==> config.mk <==
export PLATFORM = sky130hd
export DESIGN_NAME = vco_trim_cal
export DESIGN_NICKNAME = d
export VERILOG_FILES = /design/src/rtl/vcal_pkg.sv /design/src/rtl/vcal_edge_sync.sv /design/src/rtl/vcal_window_meter.sv /design/src/rtl/vcal_bisect.sv /design/src/rtl/vco_trim_cal.sv
export SDC_FILE = /design/constraint.sdc
export NUM_CORES = 1
export LEC_CHECK = 0
export BUFFER_PORTS_ARGS = -buffer_cell sky130_fd_sc_hd__buf_2
export CORE_UTILIZATION = 54
export CTS_BUF_LIST = sky130_fd_sc_hd__clkbuf_4 sky130_fd_sc_hd__clkbuf_8
export CTS_CLUSTER_DIAMETER = 100
export DETAILED_ROUTE_END_ITERATION = 8
export GPL_TIMING_DRIVEN = 0
export PLACE_DENSITY = 0.76
export SLEW_MARGIN = 20
export SYNTH_ARGS = -nofsm -noshare
export SYNTH_HDL_FRONTEND = slang
export SYNTH_SLANG_ARGS = --single-unit
==> constraint.sdc <==
create_clock -name clk -period 3.05 [get_ports clk]
set_clock_uncertainty 0.15 [all_clocks]
set_input_delay 0.4575 -clock clk [delete_from_list [all_inputs] [get_ports clk]]
set_output_delay 0.4575 -clock clk [all_outputs]
set_load 0.05 [all_outputs]
==> src/rtl/vcal_pkg.sv <==
package vcal_pkg;

    typedef enum logic [2:0] {
        ST_IDLE,
        ST_SETTLE,
        ST_MEAS,
        ST_DECIDE,
        ST_DONE
    } cal_state_e;

    typedef enum logic [1:0] {
        V_BAND,
        V_FAST,
        V_SLOW
    } verdict_e;

    // Expected edge count: floor(mul * fixed_ratio / 2^fw)
    function automatic logic [31:0] scaled_target(input logic [31:0] fixed_ratio,
                                                  input logic [31:0] mul,
                                                  input int unsigned fw);
        logic [31:0] prod;
        prod = fixed_ratio * mul;
        return prod >> fw;
    endfunction

    function automatic verdict_e judge(input logic [31:0] cnt,
                                       input logic [31:0] tgt,
                                       input logic [31:0] tol);
        if (cnt > tgt + tol) return V_FAST;
        if (cnt + tol < tgt) return V_SLOW;
        return V_BAND;
    endfunction

endpackage

==> src/rtl/vcal_edge_sync.sv <==
module vcal_edge_sync #(
    parameter int STAGES = 2
) (
    input  logic clk,
    input  logic rst,
    input  logic async_in,
    output logic rise
);
    logic [STAGES:0] chain;

    always_ff @(posedge clk) begin
        if (rst) chain <= '0;
        else     chain <= {chain[STAGES-1:0], async_in};
    end

    assign rise = chain[STAGES-1] & ~chain[STAGES];
endmodule

==> src/rtl/vcal_window_meter.sv <==
module vcal_window_meter #(
    parameter int WINDOW = 1536,
    parameter int CNT_W  = $clog2(WINDOW + 1)
) (
    input  logic             clk,
    input  logic             rst,
    input  logic             clear,
    input  logic             run,
    input  logic             pulse,
    output logic [CNT_W-1:0] edges,
    output logic             last
);
    logic [CNT_W-1:0] ref_q;
    logic [CNT_W-1:0] edges_q;

    always_ff @(posedge clk) begin
        if (rst || clear) begin
            ref_q   <= '0;
            edges_q <= '0;
        end else if (run) begin
            ref_q <= ref_q + CNT_W'(1);
            if (pulse) edges_q <= edges_q + CNT_W'(1);
        end
    end

    assign edges = edges_q;
    assign last  = run && (ref_q == CNT_W'(WINDOW - 1));
endmodule

==> src/rtl/vcal_bisect.sv <==
module vcal_bisect #(
    parameter int TRIM_W = 8
) (
    input  logic              clk,
    input  logic              rst,
    input  logic              init,
    input  logic              step,
    input  logic              go_up,
    output logic [TRIM_W-1:0] cur,
    output logic [TRIM_W-1:0] lo,
    output logic [TRIM_W-1:0] hi
);
    localparam logic [TRIM_W-1:0] MID = {1'b0, {(TRIM_W-1){1'b1}}};
    localparam logic [TRIM_W:0]   ONE = {{TRIM_W{1'b0}}, 1'b1};

    logic [TRIM_W-1:0] cur_q, lo_q, hi_q;
    logic [TRIM_W:0]   sum_up, sum_dn;

    assign sum_up = {1'b0, cur_q} + {1'b0, hi_q} + ONE;
    assign sum_dn = {1'b0, lo_q} + {1'b0, cur_q} - ONE;

    always_ff @(posedge clk) begin
        if (rst || init) begin
            lo_q  <= '0;
            hi_q  <= '1;
            cur_q <= MID;
        end else if (step) begin
            if (go_up) begin
                lo_q  <= cur_q + TRIM_W'(1);
                cur_q <= sum_up[TRIM_W:1];
            end else begin
                hi_q  <= cur_q - TRIM_W'(1);
                cur_q <= sum_dn[TRIM_W:1];
            end
        end
    end

    assign cur = cur_q;
    assign lo  = lo_q;
    assign hi  = hi_q;
endmodule

==> src/rtl/vco_trim_cal.sv <==
module vco_trim_cal
    import vcal_pkg::*;
#(
    parameter int TRIM_W      = 8,
    parameter int NI_W        = 6,
    parameter int FW          = 8,
    parameter int WINDOW      = 1536,
    parameter int SETTLE      = 24,
    parameter int TGT_MUL     = 16,
    parameter int TOL         = 1,
    parameter int SYNC_STAGES = 2
) (
    input  logic              clk,
    input  logic              rst,
    input  logic              start,
    input  logic              vco_div_clk,
    input  logic [NI_W-1:0]   div_int,
    input  logic [FW-1:0]     div_frac,
    output logic [TRIM_W-1:0] trim,
    output logic              open_loop,
    output logic              done
);
    localparam int CNT_W  = $clog2(WINDOW + 1);
    localparam int ROUNDS = TRIM_W - 1;
    localparam int RND_W  = $clog2(ROUNDS);
    localparam int SET_W  = $clog2(SETTLE + 1);
    localparam int TGT_W  = NI_W + $clog2(TGT_MUL) + 1;

    cal_state_e        st_q;
    logic [SET_W-1:0]  settle_q;
    logic [RND_W-1:0]  round_q;
    logic [TGT_W-1:0]  tgt_q;
    logic              accept, in_decide, last_round;
    logic              rise, win_last;
    logic [CNT_W-1:0]  edges;
    verdict_e          verdict;
    logic [TRIM_W-1:0] cur_w, lo_w, hi_w;
    logic [31:0]       tgt_full;

    assign accept     = start && (st_q == ST_IDLE || st_q == ST_DONE);
    assign in_decide  = (st_q == ST_DECIDE);
    assign last_round = (round_q == RND_W'(ROUNDS - 1));
    assign tgt_full   = scaled_target(32'({div_int, div_frac}), 32'(TGT_MUL), FW);
    assign verdict    = judge(32'(edges), 32'(tgt_q), 32'(TOL));

    vcal_edge_sync #(.STAGES(SYNC_STAGES)) u_sync (
        .clk(clk), .rst(rst), .async_in(vco_div_clk), .rise(rise)
    );

    vcal_window_meter #(.WINDOW(WINDOW), .CNT_W(CNT_W)) u_meter (
        .clk(clk), .rst(rst),
        .clear(st_q == ST_SETTLE), .run(st_q == ST_MEAS),
        .pulse(rise), .edges(edges), .last(win_last)
    );

    vcal_bisect #(.TRIM_W(TRIM_W)) u_bisect (
        .clk(clk), .rst(rst), .init(accept),
        .step(in_decide && verdict != V_BAND),
        .go_up(verdict == V_FAST),
        .cur(cur_w), .lo(lo_w), .hi(hi_w)
    );

    always_ff @(posedge clk) begin
        if (rst) begin
            st_q     <= ST_IDLE;
            settle_q <= '0;
            round_q  <= '0;
            tgt_q    <= '0;
        end else begin
            case (st_q)
                ST_IDLE, ST_DONE: begin
                    if (start) begin
                        st_q     <= ST_SETTLE;
                        settle_q <= '0;
                        round_q  <= '0;
                        tgt_q    <= tgt_full[TGT_W-1:0];
                    end
                end
                ST_SETTLE: begin
                    settle_q <= settle_q + SET_W'(1);
                    if (settle_q == SET_W'(SETTLE - 1)) st_q <= ST_MEAS;
                end
                ST_MEAS: begin
                    if (win_last) st_q <= ST_DECIDE;
                end
                ST_DECIDE: begin
                    if (verdict == V_BAND || last_round) begin
                        st_q <= ST_DONE;
                    end else begin
                        st_q     <= ST_SETTLE;
                        settle_q <= '0;
                        round_q  <= round_q + RND_W'(1);
                    end
                end
                default: st_q <= ST_IDLE;
            endcase
        end
    end

    assign trim      = cur_w;
    assign open_loop = (st_q == ST_SETTLE) || (st_q == ST_MEAS) || (st_q == ST_DECIDE);
    assign done      = (st_q == ST_DONE);
endmodule

Yosys cells after proc, flatten, opt, wreduce, memory -nomap -nowiden:

Cells that the tools add are included.

* bits of input ports: 18
* word-level logic and storage cells: 80
* register bits after elaboration: 70
* output and inout port bits: 10

* add/sub/neg operators: 12
* equal/unequal tests: 12
* multiplexer cells: 19
* bitwise gates (word level): 3
* reductions and logical operators: 22
* $lt $le $gt $ge: 2

Operators by type and width (count)
* 11-bit by 1-bit adder with 11-bit output, second input constant: 2
* 8-bit by 8-bit adder with 9-bit output: 2
* 3-bit two-way mux: 6
* 5-bit one-hot mux with 3 select lines: 1
* 11-bit by 1-bit adder with 12-bit output, second input constant: 1
* 12-bit by 10-bit < comparator with 1-bit output: 1
* 3-bit one-hot mux with 4 select lines: 1
* 10-bit by 1-bit adder with 11-bit output, second input constant: 1
* 11-bit == test, second input constant: 1
* 11-bit > comparator: 1
* 5-bit two-way mux: 2
* 9-bit by 1-bit adder with 9-bit output, second input constant: 1
* 3-bit AND reduction: 3
* 9-bit by 1-bit subtractor with 9-bit output, second input constant: 1
* 8-bit by 1-bit adder with 8-bit output, second input constant: 1
* 2-bit two-way mux: 4
* 8-bit two-way mux: 1
* 2-bit inequality test, second input constant: 4
* 2-bit AND reduction: 4
* 8-bit by 1-bit subtractor with 8-bit output, second input constant: 1
* 3-bit by 2-bit == test with 1-bit output, second input constant: 2
* 3-bit == test, second input constant: 2
* 1-bit logical OR: 6
* 3-bit one-hot mux with 2 select lines: 1
* other kinds (14): 20

Longest topological paths before layout:

* depth after elaboration: 10
* gate-level depth with buffers: 13
* depth with buffers taken out: 12

Cells and area by module:

Synthesis repeated with hierarchy kept, for this count alone.

* cells, all modules: 590
* area, all modules: 4840.9 um2

Modules (own cells, without submodules)
* vcal_bisect: cells each 232, area an instance 1906.8 um2, instances 1, sequential area each 480.5 um2
* vco_trim_cal: cells each 233, area an instance 1824.2 um2, instances 1, sequential area each 420.4 um2
* vcal_window_meter: cells each 118, area an instance 1022.2 um2, instances 1, sequential area each 440.4 um2
* vcal_edge_sync: cells each 7, area an instance 87.6 um2, instances 1, sequential area each 60.1 um2

Worst setup path before layout:

No wires, ideal clock.

* path type: register to register
* from: register tgt_q[0]
* to: register u_bisect.hi_q[0], in the netlist u_bisect.hi[0]
* buffers on the path: 0
* cell stages (with the launch flop): 12
* arrival: 3.067 ns
* data required time: 2.770 ns
* period minus slack after synthesis: 3.347 ns
* library setup time: 0.130 ns
* setup slack: -0.297 ns
* path through: dfxtp_1 ha_1 nand3_1 nor3_1 xnor2_1 ha_1 a21o_1 a21o_1 a221o_1 a2111oi_4 mux2i_1 nand2_1

* word-level cells in the longest chain between the ends: 8
* elaborated cells on any way between the ends: 14
* classes of those cells: add/sub (1); order compare (2); eq/ne (1); mux (6); bitwise (1); reduce/logical (3)

Ends and longest elaborated chain
* from (decl): line vco_trim_cal.sv:32 `logic [TGT_W-1:0] tgt_q;`
* from (signal assigned): line vco_trim_cal.sv:76 `tgt_q <= tgt_full[TGT_W-1:0];`
* branches (longest 4 deep; another with 10-bit by 1-bit adder with 11-bit output)
* 2-bit two-way mux (*): line vcal_pkg.sv:30 `if (cnt + tol < tgt) return V_SLOW;`
* 2-bit by 1-bit == test with 1-bit output / 2-bit nonzero test (equally long branches): line vco_trim_cal.sv:59, vco_trim_cal.sv:58
* 1-bit NOT (no line) / 1-bit logical AND (equally long branches)
* 2-bit AND reduction (no line) (*)
* to (signal assigned): line vcal_bisect.sv:32 `hi_q <= cur_q - TRIM_W'(1);`
* to (decl): line vcal_bisect.sv:16 `logic [TRIM_W-1:0] cur_q, lo_q, hi_q;`

Every way passes the cells marked *. The select of a mux whose other input is x is not followed.
A chain may end at the register's enable or synchronous reset.

Final worst setup path:

* from: register tgt_q[1]
* to: register u_bisect.hi_q[2], in the netlist u_bisect.hi[2]

The elaborated chain is that of the path after synthesis.

==> metrics.cfg <==
[detailed_routing]
wl_per_cell_um=16.91
first_pass_iters=5
viasPerCell=5.933
ant_nets=0
vias=4426
drt-total-wl_um=12620
route.detailed.drc=0
drtIter0Drc=292

[global_route]
grt_max_degree=14
antenna_found_initial=0
grt_use_total=0.2623
grt_pass1_wl_um=18500
grt_pass1_vias=4000
overflow=0

[cts]
cts_hold_buf=0
clock-sinks=70
cts_buffers=9
cts_tree=yes
clockBufferDepth=2
clk-insertion-delay-late_ps=360
clkTransAtPathRegs_ps=80
root_buffer=clkbuf_8
htreeDepth=3

[run]
max_cap_violations=0

[sta]
fmax_mhz=306.9
setup_ws_ps=-208.2
finalSetupViolations=34
whs_ps=160.4
slew_viol_final=0
tightestPinTransition_ps=752.4
grt_setup_unrepaired=yes
finalCriticalPeriod_ps=3258
relSlewSlack=0.4841
finalHoldViolCount=0
tns_ps=-3413
post-route-period-util=1.068

[floorplan]
start_util=0.5651
io_pins=28
rows=33
die_h_um=95.19
core_area_mm2=0.008299
die-area_mm2=0.009061
fp.dieW_um=95.19

[layout]
stdcell_count=746
final_core_util=0.6976
final_cell_area_mm2=0.005789
syn2layout_area_growth_pct=23.45
nFillCells=664
nNetsFinal=706
insertedDiodeCount=0
drive_above_1_share=0.2153

[yosys]
ys_ff_latch=70
async_reset_ff_frac=0
synth_nets=640
synthFlopType=dfxtp_1
synth_cells=570
synth.top_cell.area_share=0.2988
yosysUniqueCellTypes=61
synth_edf_count=0
seq_area_frac_synth=0.2988
yosysTopAreaCell=dfxtp_1
synthesis.area_mm2=0.004689
synth_warnings=0
synthTopCellsByArea=dfxtp_1 (30%), ha_1 (13%), xnor2_1 (6.9%)
syn_avg_cell_area_um2=8.227
synth_top_cells_by_count=dfxtp_1 (70), nor2_1 (57), ha_1 (50), nand2_1 (50), inv_1 (49)
post-synth-top-count-cell=dfxtp_1

[setup_path]
cp.arrival_ps=3320
path_class=register to register
cp.depth=13
crit_path_end_kind=register
cpMaxStageDelayCell=a2111oi_4
cpPeakStageDelay_ps=380
startpoint_type=register
crit_chain=buf_6 -> inv_4 -> nor3_4 -> nand3_2 -> xnor2_2 -> ha_1 -> nand4_1 -> nor2_4 -> a221o_1 -> a2111oi_4 -> buf_4 -> mux2i_1 -> nand2_1
path_delay_family=simple AND/OR/NAND/NOR gates
worstPathRequired_ps=3110
path_max_fanout=4
worst-r2r-cell-count=13
worst-path-buf-inv=3

[min_path]
hold_depth=2
holdCritPathClass=input pin to register

[placement]
placed_area_mm2=0.005007
placedCellCount=698
place_ws_ps=-706.9
gp_congestion=0.8992
port_buffers=23
place_hpwl_um=8292

[outcome]
violations=setup timing
run_status=finished, violations left

[power_and_ir_drop]
vdd_ir_drop_max_uv=338.1
finalPower_mw=2.127
cellPowerDensity_mw_per_mm2=367.4
p_leak_nw=2.308

## flip-flops by register name (all words and copies together), names as in the netlist
| register | flops |
|---|---|
| u_meter.edges | 11 |
| u_meter.ref_q | 11 |
| tgt_q | 10 |
| u_bisect.cur | 8 |
| u_bisect.hi | 8 |
| u_bisect.lo | 8 |
| settle_q | 5 |
| round_q | 3 |
| st_q | 3 |
| u_sync.chain | 3 |
## cells by family after synthesis
| kind of cell | Yosys count | synth area share |
|---|---|---|
| AND/OR/NAND/NOR | 205 | 0.2161 |
| AO/OA/AOI/OAI | 110 | 0.1582 |
| flip-flops | 70 | 0.2988 |
| buffers and inverters | 65 | 0.05283 |
| adder cells (fa/ha/maj) | 52 | 0.1419 |
| XOR/XNOR | 51 | 0.09525 |
| multiplexers | 17 | 0.03682 |
## metal layers
layer  global-route usage  wire length (um)  vias to the layer above
li1                     -                 -                     2132
met1               0.3538              5671                     2126
met2               0.4226              6073                      136
met3              0.03987               544                       32
met4              0.09470               328                        0
met5                    0                 0                        -
## what timing repair did
| item | CTS | global route |
|---|---|---|
| endpoints found under the hold margin | 0 | 0 |
| pin swaps | 17 | 19 |
| setup buffers | 17 | 14 |
| gates cloned | 0 | 1 |
| endpoints found under the setup margin | 34 | 34 |
| gates resized for setup | 27 | 46 |
## worst register-to-register path: stages, from the launching register on
cell and delay (ps):
dfxtp_4 370, buf_6 110, inv_4 40, nor3_4 250, nand3_2 160, xnor2_2 160, ha_1 320, nand4_1 210
nor2_4 80, a221o_1 360, a2111oi_4 390, buf_4 240, mux2i_1 210, nand2_1 70
## cell type report
class,instances,area (um2),area share
multi-input combinational,435,3347,0.5781
sequential,70,1434,0.2477
timing repair buffer,55,377.9,0.06527
inverter,49,186.4,0.03220
tap,105,131.4,0.02269
clock buffer,9,123.9,0.02140
clock inverter,7,118.9,0.02053
buffer,16,70.07,0.01210
## where the power goes
group	internal (mW)	switching (mW)
Combinational	0.101	0.154
Clock	0.547	0.390
Sequential	0.921	0.0142
## placed cells by master, fill, tap and decap left out, types with 8 or more instances in the layout
master / instances
nand2_1: 49
buf_2: 25
nor3_1: 8
o21ai_0: 14
clkbuf_1: 12
buf_4: 26
a21oi_1: 37
nor2_1: 55
clkbuf_8: 9
dfxtp_1: 58
mux2i_1: 15
or3_1: 8
nand3_1: 21
ha_1: 47
a211oi_1: 8
xnor2_1: 36
xor2_1: 14
inv_1: 47
## worst paths after layout
| check | startpoint | end | slack, ps |
|---|---|---|---|
| hold / removal | vco_div_clk | u_sync.chain[0] | 160 |
| setup / recovery | tgt_q[1] | u_bisect.hi[2] | -210 |
| hold reg to reg | u_sync.chain[0] | u_sync.chain[1] | 300 |
| setup reg to reg | tgt_q[1] | u_bisect.hi[2] | -210 |
Power figures use the tool's default switching activity.
